<file path="src/rtl/srx_pkg.sv">
package srx_pkg;

   localparam int OVS    = 16;
   localparam int DATA_W = 8;
   localparam int ERR_W  = 3;

   typedef struct packed {
      logic brk;
      logic frm;
      logic par;
   } rx_err_t;

   typedef struct packed {
      logic [DATA_W-1:0] data;
      rx_err_t           err;
   } rx_word_t;

   typedef enum logic [2:0] {
      FR_IDLE,
      FR_START,
      FR_DATA,
      FR_PAR,
      FR_STOP
   } fr_state_t;

   function automatic logic [7:0] trig_level(input logic [1:0] code);
      case (code)
         2'd0:    return 8'd1;
         2'd1:    return 8'd4;
         2'd2:    return 8'd8;
         default: return 8'd14;
      endcase
   endfunction

   function automatic logic [15:0] timeout_ticks(input logic [1:0] wl, input logic pen);
      logic [15:0] bits;
      bits = 16'd7 + {14'd0, wl} + {15'd0, pen};
      return (bits * 16'd4 + 16'd12) * 16'(OVS);
   endfunction

endpackage

</file>
<file path="src/rtl/srx_framer.sv">
module srx_framer
   import srx_pkg::*;
#(
   parameter int SYNC_STAGES = 2
) (
   input  logic       clk,
   input  logic       rst_n,
   input  logic       tick,
   input  logic       rx_in,
   input  logic [1:0] wlen,
   input  logic       par_en,
   input  logic       par_even,
   output logic       frame_vld,
   output rx_word_t   frame
);

   localparam int PHW = $clog2(OVS);
   localparam logic [PHW-1:0] PH_MID  = PHW'(OVS / 2 - 1);
   localparam logic [PHW-1:0] PH_LAST = PHW'(OVS - 1);

   if (OVS < 4 || (OVS & (OVS - 1)) != 0) begin : g_bad_ovs
      $error("srx_framer: oversampling factor must be a power of two of at least 4");
   end
   if (SYNC_STAGES < 0 || SYNC_STAGES > 4) begin : g_bad_sync
      $error("srx_framer: SYNC_STAGES out of range");
   end

   logic rx_s;

   if (SYNC_STAGES == 0) begin : g_nosync
      assign rx_s = rx_in;
   end else begin : g_sync
      logic [SYNC_STAGES-1:0] sr;
      always_ff @(posedge clk or negedge rst_n) begin
         if (!rst_n) begin
            sr <= '1;
         end else begin
            sr[0] <= rx_in;
            for (int i = 1; i < SYNC_STAGES; i++) sr[i] <= sr[i-1];
         end
      end
      assign rx_s = sr[SYNC_STAGES-1];
   end

   fr_state_t         st;
   logic [PHW-1:0]    ph;
   logic [2:0]        nb;
   logic [DATA_W-1:0] sh;
   logic              rx_prev;
   logic              pbit;

   logic [DATA_W-1:0] data_al;
   logic [2:0]        nb_last;
   logic              par_exp;
   rx_err_t           err_n;

   always_comb begin
      data_al   = sh >> (2'd3 - wlen);
      nb_last   = 3'd4 + {1'b0, wlen};
      par_exp   = (^data_al) ^ ~par_even;
      err_n.par = par_en && (pbit != par_exp);
      err_n.frm = !rx_s;
      err_n.brk = (data_al == '0) && !(par_en && pbit) && !rx_s;
   end

   always_ff @(posedge clk or negedge rst_n) begin
      if (!rst_n) begin
         st        <= FR_IDLE;
         ph        <= '0;
         nb        <= '0;
         sh        <= '0;
         rx_prev   <= 1'b1;
         pbit      <= 1'b0;
         frame_vld <= 1'b0;
         frame     <= '0;
      end else begin
         frame_vld <= 1'b0;
         if (tick) begin
            rx_prev <= rx_s;
            case (st)
               FR_IDLE: begin
                  if (rx_prev && !rx_s) begin
                     st <= FR_START;
                     ph <= '0;
                  end
               end
               FR_START: begin
                  if (ph == PH_MID) begin
                     ph <= '0;
                     if (!rx_s) begin
                        st <= FR_DATA;
                        nb <= '0;
                        sh <= '0;
                     end else begin
                        st <= FR_IDLE;
                     end
                  end else begin
                     ph <= ph + 1'b1;
                  end
               end
               FR_DATA: begin
                  if (ph == PH_LAST) begin
                     ph <= '0;
                     sh <= {rx_s, sh[DATA_W-1:1]};
                     if (nb == nb_last) st <= par_en ? FR_PAR : FR_STOP;
                     else               nb <= nb + 1'b1;
                  end else begin
                     ph <= ph + 1'b1;
                  end
               end
               FR_PAR: begin
                  if (ph == PH_LAST) begin
                     ph   <= '0;
                     pbit <= rx_s;
                     st   <= FR_STOP;
                  end else begin
                     ph <= ph + 1'b1;
                  end
               end
               FR_STOP: begin
                  if (ph == PH_LAST) begin
                     ph         <= '0;
                     frame_vld  <= 1'b1;
                     frame.data <= data_al;
                     frame.err  <= err_n;
                     st         <= FR_IDLE;
                  end else begin
                     ph <= ph + 1'b1;
                  end
               end
               default: st <= FR_IDLE;
            endcase
         end
      end
   end

endmodule

</file>
<file path="src/rtl/srx_tag_fifo.sv">
module srx_tag_fifo #(
   parameter int DEPTH = 16,
   parameter int W     = 11,
   localparam int AW   = $clog2(DEPTH),
   localparam int CW   = AW + 1
) (
   input  logic          clk,
   input  logic          rst_n,
   input  logic          wr_en,
   input  logic [W-1:0]  wr_data,
   input  logic          rd_en,
   output logic [W-1:0]  rd_data,
   output logic [CW-1:0] count,
   output logic          full,
   output logic          empty
);

   if (DEPTH < 2 || (DEPTH & (DEPTH - 1)) != 0) begin : g_bad_depth
      $error("srx_tag_fifo: DEPTH must be a power of two of at least 2");
   end

   logic [W-1:0]  mem [DEPTH];
   logic [AW-1:0] wptr, rptr;
   logic          do_wr, do_rd;

   assign full    = (count == CW'(DEPTH));
   assign empty   = (count == '0);
   assign do_wr   = wr_en && !full;
   assign do_rd   = rd_en && !empty;
   assign rd_data = mem[rptr];

   always_ff @(posedge clk) begin
      if (do_wr) mem[wptr] <= wr_data;
   end

   always_ff @(posedge clk or negedge rst_n) begin
      if (!rst_n) begin
         wptr  <= '0;
         rptr  <= '0;
         count <= '0;
      end else begin
         if (do_wr) wptr <= wptr + 1'b1;
         if (do_rd) rptr <= rptr + 1'b1;
         case ({do_wr, do_rd})
            2'b10:   count <= count + 1'b1;
            2'b01:   count <= count - 1'b1;
            default: count <= count;
         endcase
      end
   end

endmodule

</file>
<file path="src/rtl/srx_irq.sv">
module srx_irq
   import srx_pkg::*;
#(
   parameter int CW = 5,
   parameter int TW = 12
) (
   input  logic          clk,
   input  logic          rst_n,
   input  logic          tick,
   input  logic [CW-1:0] count,
   input  logic          wr_evt,
   input  logic          rd_evt,
   input  logic [1:0]    wlen,
   input  logic          par_en,
   input  logic [1:0]    trig_code,
   input  logic          irq_en,
   output logic          irq_trig,
   output logic          irq_to
);

   if (TW < 10) begin : g_bad_tw
      $error("srx_irq: timer too narrow for the longest time-out window");
   end

   logic [TW-1:0] tmr;
   logic [TW-1:0] limit;
   logic          to_flag;
   logic          has_data;

   assign has_data = (count != '0);
   assign limit    = TW'(timeout_ticks(wlen, par_en));
   assign irq_trig = irq_en && (count >= CW'(trig_level(trig_code)));
   assign irq_to   = irq_en && to_flag;

   always_ff @(posedge clk or negedge rst_n) begin
      if (!rst_n) begin
         tmr     <= '0;
         to_flag <= 1'b0;
      end else begin
         if (!has_data || rd_evt || wr_evt) tmr <= '0;
         else if (tick && !to_flag)         tmr <= tmr + 1'b1;

         if (!has_data || rd_evt)
            to_flag <= 1'b0;
         else if (tick && !wr_evt && tmr == limit - 1'b1)
            to_flag <= 1'b1;
      end
   end

endmodule

</file>
<file path="src/rtl/serial_rx_channel.sv">
module serial_rx_channel
   import srx_pkg::*;
#(
   parameter int DEPTH       = 16,
   parameter int SYNC_STAGES = 2,
   parameter int TMR_W       = 12
) (
   input  logic              clk,
   input  logic              rst_n,
   input  logic              tick16,
   input  logic              rx_line,
   input  logic [1:0]        cfg_wlen,
   input  logic              cfg_par_en,
   input  logic              cfg_par_even,
   input  logic [1:0]        cfg_trig,
   input  logic              cfg_rx_irq_en,
   input  logic              rd_stb,
   input  logic              ovr_clr,
   output logic [DATA_W-1:0] rd_data,
   output logic [ERR_W-1:0]  rd_err,
   output logic              data_ready,
   output logic              overrun,
   output logic              irq_trigger,
   output logic              irq_timeout
);

   localparam int CW = $clog2(DEPTH) + 1;
   localparam int WW = $bits(rx_word_t);

   if (DEPTH < 14) begin : g_bad_depth
      $error("serial_rx_channel: DEPTH must cover the highest fill threshold");
   end

   logic          frame_vld;
   rx_word_t      frame;
   rx_word_t      head;
   logic [CW-1:0] count;
   logic          full, empty;
   logic          wr_evt, rd_evt;

   srx_framer #(.SYNC_STAGES(SYNC_STAGES)) u_framer (
      .clk      (clk),
      .rst_n    (rst_n),
      .tick     (tick16),
      .rx_in    (rx_line),
      .wlen     (cfg_wlen),
      .par_en   (cfg_par_en),
      .par_even (cfg_par_even),
      .frame_vld(frame_vld),
      .frame    (frame)
   );

   assign wr_evt = frame_vld && !full;
   assign rd_evt = rd_stb && !empty;

   srx_tag_fifo #(.DEPTH(DEPTH), .W(WW)) u_fifo (
      .clk    (clk),
      .rst_n  (rst_n),
      .wr_en  (frame_vld),
      .wr_data(frame),
      .rd_en  (rd_stb),
      .rd_data(head),
      .count  (count),
      .full   (full),
      .empty  (empty)
   );

   srx_irq #(.CW(CW), .TW(TMR_W)) u_irq (
      .clk      (clk),
      .rst_n    (rst_n),
      .tick     (tick16),
      .count    (count),
      .wr_evt   (wr_evt),
      .rd_evt   (rd_evt),
      .wlen     (cfg_wlen),
      .par_en   (cfg_par_en),
      .trig_code(cfg_trig),
      .irq_en   (cfg_rx_irq_en),
      .irq_trig (irq_trigger),
      .irq_to   (irq_timeout)
   );

   always_ff @(posedge clk or negedge rst_n) begin
      if (!rst_n)                 overrun <= 1'b0;
      else if (frame_vld && full) overrun <= 1'b1;
      else if (ovr_clr)           overrun <= 1'b0;
   end

   assign rd_data    = head.data;
   assign rd_err     = head.err;
   assign data_ready = !empty;

endmodule

</file>
<file path="config.mk">
export PLATFORM = sky130hd
export DESIGN_NAME = serial_rx_channel
export DESIGN_NICKNAME = d
export VERILOG_FILES = /design/src/rtl/srx_pkg.sv /design/src/rtl/srx_framer.sv /design/src/rtl/srx_tag_fifo.sv /design/src/rtl/srx_irq.sv /design/src/rtl/serial_rx_channel.sv
export SDC_FILE = /design/constraint.sdc
export NUM_CORES = 1
export LEC_CHECK = 0
export ABC_AREA = 0
export BUFFER_PORTS_ARGS = -buffer_cell sky130_fd_sc_hd__clkbuf_2
export CELL_PAD_IN_SITES_DETAIL_PLACEMENT = 1
export CELL_PAD_IN_SITES_GLOBAL_PLACEMENT = 2
export CORE_MARGIN = 10
export CORE_UTILIZATION = 52
export CTS_BUF_LIST = sky130_fd_sc_hd__clkbuf_4
export CTS_CLUSTER_DIAMETER = 30
export DETAILED_ROUTE_END_ITERATION = 6
export GPL_ROUTABILITY_DRIVEN = 0
export PLACE_DENSITY_LB_ADDON = 0.1
export SYNTH_ARGS = -nofsm -noshare
export SYNTH_HDL_FRONTEND = slang
export SYNTH_SLANG_ARGS = --single-unit
</file>
<file path="constraint.sdc">
create_clock -name clk -period 3.8 [get_ports clk]
set_input_delay 0.38 -clock clk [delete_from_list [all_inputs] [get_ports clk]]
set_output_delay 0.38 -clock clk [all_outputs]
set_load 0.1 [all_outputs]
</file>
# == Word-level counts from Yosys, hierarchy flattened ==
# Memories as Yosys holds them, arrays and structs flattened.
# Index checks and enable logic that the tools add are counted.
# op_classes
reduce_logical,41
bitwise_logic,2
n_shift,1
n_eq_ne,22
n_addsub,13
order_cmp,1
muxes,35
# op_table
operator,n
$mux W3,11
$mux W12,2
$mux W8,3
$pmux W4 S3,2
$pmux W8 S2,1
$pmux W3 S5,1
$logic_and A1 B1 Y1,13
$add A12 B1 Y12 const B,1
$add A4 B1 Y4 const B,3
$eq A12 B12 Y1,1
$mux W4,3
$ne A2 B1 Y1 const B,6
$sub A12 B1 Y12 const B,1
$pmux W5 S2,1
$reduce_bool A2 Y1,5
$mux W1,9
$reduce_and A3 Y1,3
$add A8 B4 Y8 const B,1
$logic_not A8 Y1,1
$reduce_xor A8 Y1,1
$shr A8 B2 Y8,1
$logic_not A1 Y1,7
$reduce_and A7 Y1,1
$add A6 B1 Y6,1
other kinds (31),36
# totals
n_memories,1
wordCells,134
ramBits,176
reg_bits,61
# memory_table
memory,words,width,rd,rd_clocked_by_memory_dff,write_ports,line_no,text
u_fifo.mem,16,11,1,0,1,srx_tag_fifo.sv:22,logic [W-1:0] mem [DEPTH];

# == Depth between registers and ports, before layout ==
# Gate-level depths: netlist of the first run.
# depth
word_depth,8
depth_mapped,12
depth_no_buf,11

# == Modules after synthesis ==
# From an unflattened synthesis of the first run, not the netlist that was laid out.
# unflattened
hier_cells,706
hier_area_um2,10491.3
# by_module_without_submodules
mod,n_inst,area_each_um2,cells_per_inst
srx_tag_fifo,1,7666.1,421
srx_framer,1,1901.8,180
srx_irq,1,869.6,98
serial_rx_channel,1,53.8,7

# == Worst setup path before layout of the first run ==
# No wires, ideal clock.
# synth_path
kind,reg2out
from,register u_fifo.count[0]
to,output port irq_trigger
slack_ns,0.195
t_required_ns,3.420
n_path_buf,0
path_stages_with_launch,8
arrival_time_ns,3.225
cell_sequence,dfrtp_1 > inv_1 > ha_1 > nand2b_1 > a21oi_1 > nor2b_1 > o21ai_0 > a21boi_0
# synth_between
elab_chain_len,2
# synth_lines
element,line_no,text
"start, declared",srx_tag_fifo.sv:13,"output logic [CW-1:0] count,"
"start signal, assigned",srx_tag_fifo.sv:45,2'b10: count <= count + 1'b1;
"start signal, assigned",srx_tag_fifo.sv:46,2'b01: count <= count - 1'b1;
"start signal, assigned",srx_tag_fifo.sv:47,default: count <= count;
$ge A5 B4 Y1,srx_irq.sv:32,assign irq_trig = irq_en && (count >= CW'(trig_level(trig_code)));
$logic_and A1 B1 Y1,srx_irq.sv:32,
"end, declared",serial_rx_channel.sv:23,"output logic irq_trigger,"
# No other way between the ends.

# == Final worst setup path of the first run ==
# layout_path
from,register u_fifo.rptr[0]
to,output port rd_data[0]
# layout_between
elab_chain_len,1
# layout_lines
element,line_no,text
"start, declared",srx_tag_fifo.sv:23,"logic [AW-1:0] wptr, rptr;"
"start signal, assigned",srx_tag_fifo.sv:43,if (do_rd) rptr <= rptr + 1'b1;
$mem_v2 Z16 W11,-,
"end, declared",serial_rx_channel.sv:19,"output logic [DATA_W-1:0] rd_data,"
# No other way between the ends.

==> impl_metrics.yaml, run 1 <==
timing:
  hold_violations: 0
  worst_pin_slew_ps: 1090
  max_freq_mhz: 303
  drv_slew: 0
  rsz0062_at_grt: "false"
  fin_worst_skew_ps: 48.0
  min_period_ps: 3300
  final.setup.tns_ps: 0
  slew_headroom: 0.273
  timing.final.crit_share: 0.869
  whs_ps: 88.4
  setup_viol: 0
floorplan:
  die_w_microns: 160
  die_height_microns: 160
  rows: 51
  dieArea_sq_mm: 0.0257
  core_area_sq_mm: 0.0194
  io_pins: 28
  initial_core_util: 0.527
drt:
  avgViaCountPerCell: 5.56
  drtAntennaViolNets: 0
  wl_mm: 21.5
  vias: 5784
  dr.pass1.iters: 5
  drtIter0Drc: 410
  wire_per_inst_microns: 20.7
  drc: 0
layout:
  final_nets: 767
  area_growth_pct: 12.4
  design_area_sq_mm: 0.0115
  fillCellCount: 1903
  final_layout_size_suffix_gt1_frac: 0.269
global_routing:
  grt_first_pass_wirelength_mm: 34.7
  grt_max_degree: 45
  grt.total_usage: 0.171
  grt_pass1_vias: 6435
  antenna_found_initial: 1
  grt_overflow: 0
critical_path:
  critPathKind: "reg2out"
  startpoint_type: "flip-flop"
  cp_data_arrival_time_ps: 2920
  worstPathRequired_ps: 3420
  cp_max_fo: 44
  endpoint_kind: "output pin"
placed_design:
  port_buffers: 27
  dp_hpwl_mm: 14.1
  dpl_cell_area_sq_mm: 0.0107
clocking:
  tritoncts: "yes"
  clk-insertion-delay-late_ps: 690
  cts_buffers: 60
  htree_levels: 2
  cts_resized: 0
  cts_buffer_depth: 3
  cts.clk_slew.worst_paths_ps: 70
  root_buffer: "clkbuf_4"
  cts_setup_buffers: 0
  clock-sinks: 237
synth:
  synth_area_leaders: "edfxtp_1 (52%), dfrtp_1 (14%), mux4_2 (12%), ha_1 (2.9%), nand2_1 (2.6%)"
  async_flop_share: 0.257
  postSynthCellCount: 650
  yosysSeqAreaShare: 0.667
  ys_seq_elements: 237
  syn_avg_cell_area_sq_um: 15.7
  ys_types: 58
  yosysMostFrequentCell: "edfxtp_1"
  synth-edff-count: 176
  netlist.area_leader.share: 0.517
  synthTopCellsByCount: "edfxtp_1 (176), nand2_1 (71), dfrtp_1 (58)"
  yosys.area.top_type: "edfxtp_1"
  synth_ff_type: "edfxtp_1"
  synthesis.nets: 688
  ys_warn_count: 0
  synthesis.area_sq_mm: 0.0102
pwr:
  ir_worst_vdd_mv: 0.341
  power_w: 0.00641
  power_density_mw_per_mm2: 557
  p_leak_nw: 4.64
min_path:
  hold_class: "in2reg"
run_status:
  status: "finished, final reports clean"
flow_run:
  cap_violations: 0
==> path summary, 6_finish.rpt <==
path,to,startpoint,slack (ps),cells past startpoint
min reg2reg,u_framer.g_sync.sr[1],u_framer.g_sync.sr[0],350,0
min in group asynchronous,u_fifo.wptr[2],rst_n,390,2
max reg2reg,u_fifo.count[4],u_fifo.count[1],820,11
max in group asynchronous,u_framer.rx_prev,rst_n,2470,3
min,u_framer.frame[0],cfg_par_en,90,3
max,rd_data[0],u_fifo.rptr[0],500,4
==> per-stage QoR <==
step	util	setup slack [ps]	cells
CTS	0.592	364	1038
floorplan	-	195	650
global placement	0.552	1010	929
finish	0.593	497	1040
global route	0.593	315	1040
detailed placement	0.552	787	929
==> metal layers <==
layer  up-vias  part of all wire  routed length (microns)  GRT usage
met5         -                 0                        0          0
met4         0             0.016                      351     0.0526
met3        32             0.049                     1050     0.0378
met2       147              0.53                    11400      0.305
met1      2948              0.41                     8730      0.202
li1       2657                 -                        -          -
==> repair_timing <==
item,CTS,global route
hold buffers,3,0
endpoints found under the hold margin,41,0
setup endpoints to repair,0,0
==> layout by cell type (no fill, tap or decap), types with 3 or more instances in the layout <==
cell type | synthesis | routed
nand3_1 | 8 | 8
and2_1 | 4 | 4
nor2b_1 | 7 | 7
nor2_1 | 36 | 36
dlygate4sd3_1 | 0 | 3
a21oi_1 | 7 | 7
nor3b_1 | 3 | 3
ha_1 | 24 | 24
dfrtp_1 | 58 | 56
nand2b_1 | 4 | 4
clkinv_1 | 0 | 9
inv_1 | 25 | 25
a211oi_1 | 3 | 3
nor3_1 | 10 | 10
nand2_1 | 71 | 71
mux2_2 | 4 | 4
a21o_1 | 3 | 3
o21ai_0 | 19 | 19
clkbuf_4 | 0 | 91
mux2i_1 | 7 | 7
and3_1 | 4 | 4
xor2_1 | 13 | 13
clkbuf_2 | 0 | 26
edfxtp_1 | 176 | 176
dfstp_2 | 3 | 3
clkinv_2 | 0 | 3
o21ai_1 | 13 | 13
mux4_2 | 55 | 55
nand4_1 | 7 | 7
xnor2_1 | 21 | 21
buf_4 | 1 | 14
==> final cells by class <==
class | instances | area (sq um) | area share
Clock buffer | 91 | 683 | 0.0594
Timing Repair Buffer | 46 | 310 | 0.0270
Multi-Input combinational cell | 359 | 3180 | 0.277
Sequential cell | 237 | 6820 | 0.593
Inverter | 25 | 93.8 | 0.00816
Antenna cell | 2 | 5.00 | 0.000435
Clock inverter | 15 | 68.8 | 0.00599
Tap cell | 265 | 332 | 0.0288
==> state kept, by name, summed over array words and instances (netlist names), 2 cells and up <==
signal	count
u_fifo.count	5
u_fifo.mem	176
u_fifo.rptr	4
u_fifo.wptr	4
u_framer.frame	11
u_framer.g_sync.sr	2
u_framer.nb	3
u_framer.ph	4
u_framer.sh	8
u_framer.st	3
u_irq.tmr	12
==> critical path: stages (launching register included) <==
cell	delay [ps]
dfrtp_2	420
buf_12	330
mux4_2	570
mux4_2	510
clkbuf_2	390
==> report_power, final <==
group | switching [W] | internal [W]
combinational | 0.000639 | 0.000559
sequential | 0.000285 | 0.00286
clock | 0.000976 | 0.00109
total | 0.00190 | 0.00451
==> logic make-up (layout without fill, tap and decap cells) <==
family | Yosys count | count (layout) | share of synthesized area
DFF | 237 | 237 | 0.667
and+or+nand+nor | 169 | 169 | 0.0792
muxes | 66 | 66 | 0.132
AOI/OAI and AO/OA | 64 | 64 | 0.0384
buffers and inverters | 54 | 177 | 0.0218
xor gates and xnor gates | 34 | 34 | 0.0291
adders and majority gates | 26 | 26 | 0.0323
other | 0 | 2 | 0
No activity file was read; power rests on OpenSTA's default activity.
==> inputs of run 2 (changes only) <==
- SETUP_SLACK_MARGIN: unset -> 0.5
==> run 2 against run 1 <==
Compared with the run above:
- global-route usage increased by 0.28 points
- sequential share of layout area decreased by 1.3 points
- design area increased by 2.3%
- clock skew decreased by 21 ps
- die area unchanged
- cell count increased by 1.5%
- setup slack improved by 210 ps
- register-to-register slack improved by 50 ps
- largest power group unchanged
==> impl_metrics.yaml, run 2 (synthesis results as in run 1) <==
timing:
  hold_violations: 0
  setup_viol: 0
  rsz0062_at_grt: "false"
  drv_slew: 0
  min_period_ps: 3090
  max_freq_mhz: 324
  timing.final.crit_share: 0.813
  worst_pin_slew_ps: 1120
  fin_worst_skew_ps: 26.7
  final.setup.tns_ps: 0
  slew_headroom: 0.252
critical_path:
  worstPathRequired_ps: 3420
  cp_max_fo: 22
  endpoint_kind: "output pin"
  startpoint_type: "flip-flop"
  cp_data_arrival_time_ps: 2710
  critPathKind: "reg2out"
layout:
  fillCellCount: 1876
  reg_top3: "u_fifo.mem (176), u_irq.tmr (12), u_framer.frame (11)"
  final_cell_mix: "edfxtp_1 (176), clkbuf_4 (106), nand2_1 (71)"
  design_area_sq_mm: 0.0118
  final_core_util: 0.606
  area_growth_pct: 15.1
  largest_register_ffs: 176
  final_common_cell: "edfxtp_1"
  final_layout_size_suffix_gt1_frac: 0.287
  largest_register: "u_fifo.mem"
  final_nets: 775
  final_cells: 1056
placed_design:
  dp.cells: 933
  port_buffers: 27
  dp_hpwl_mm: 14.0
  dpl_cell_area_sq_mm: 0.0107
floorplan:
  core_area_sq_mm: 0.0194
  initial_core_util: 0.527
  die_w_microns: 160
  dieArea_sq_mm: 0.0257
  die_height_microns: 160
  io_pins: 28
  rows: 51
clocking:
  tritoncts: "yes"
  clock-sinks: 237
  cts_buffers: 61
  clk-insertion-delay-late_ps: 660
  cts_buffer_depth: 3
  htree_levels: 2
  root_buffer: "clkbuf_4"
  cts.clk_slew.worst_paths_ps: 70
drt:
  wire_per_inst_microns: 20.8
  drc: 0
  wl_mm: 22.0
  drtAntennaViolNets: 0
  drtIter0Drc: 373
  dr.pass1.iters: 5
  avgViaCountPerCell: 5.55
  vias: 5859
pwr:
  p_leak_nw: 4.77
  power_density_mw_per_mm2: 584
  ir_worst_vdd_mv: 0.472
global_routing:
  grt_pass1_vias: 6432
  antenna_found_initial: 1
  grt_overflow: 0
  grt_first_pass_wirelength_mm: 35.4
  grt_max_degree: 48
  grt.total_usage: 0.174
flow_run:
  cap_violations: 0
run_status:
  status: "finished, final reports clean"
min_path:
  hold_class: "in2reg"
## run 2: cell count changes in the layout (fill, tap and decap cells not counted), sizes merged
cell	change
clkinv	+3
clkbuf	+5
buf	+6
inv	-2
bufinv	+5
diode	-1
## run 2: where the power goes
group	internal, W	switching (W)
logic	0.000580	0.000695
clock network	0.00148	0.00102
registers	0.00286	0.000241
## run 2: final timing paths
check | start | end | slack, ps | depth (start not counted)
max reg2reg | u_fifo.count[1] | u_fifo.count[4] | 870 | 11
max in group asynchronous | rst_n | u_framer.rx_prev | 2470 | 3
max | u_fifo.rptr[0] | rd_err[1] | 710 | 4
min reg2reg | u_framer.g_sync.sr[0] | u_framer.g_sync.sr[1] | 360 | 0
min in group asynchronous | rst_n | u_fifo.count[3] | 360 | 2
min | tick16 | u_framer.rx_prev | 70 | 2
## run 2: cell type report
class	instances	area [sq um]	area share
timing repair buffer	53	382	0.0324
multi-input combinational	359	3200	0.272
clock inverter	21	219	0.0186
tap	265	332	0.0282
sequential	237	6820	0.580
antenna	1	2.50	0.000213
inverter	25	93.8	0.00798
clock buffer	95	713	0.0606
## run 2: what timing repair did
item                       CTS  global route
hold endpoints to repair    31             0
setup buffers                3             0
hold buffers                 3             0
setup endpoints to repair   11             4
gates resized for setup     12             2
## run 2: layer usage
layer / vias to the layer above / global-route usage / part of all wire
met3: 39 / 0.0416 / 0.056
met2: 161 / 0.302 / 0.52
met5: - / 0 / 0
met1: 2983 / 0.210 / 0.41
met4: 0 / 0.0526 / 0.020
li1: 2676 / - / -
## run 2: through the flow
stage	worst slack, ps	total power (W)	hold WS [ps]
after floorplan	747	0.00408	84.4
after global placement	914	0.00436	348
after detailed placement	775	0.00440	347
after CTS	568	0.00697	18.2
after global routing	560	0.00727	32.4
final	710	0.00688	72.5
## run 2: worst max-delay path: stages, from the launching register on
cell and delay [ps]:
dfrtp_4 470, buf_12 230, mux4_2 540, mux4_2 500, clkbuf_4 300
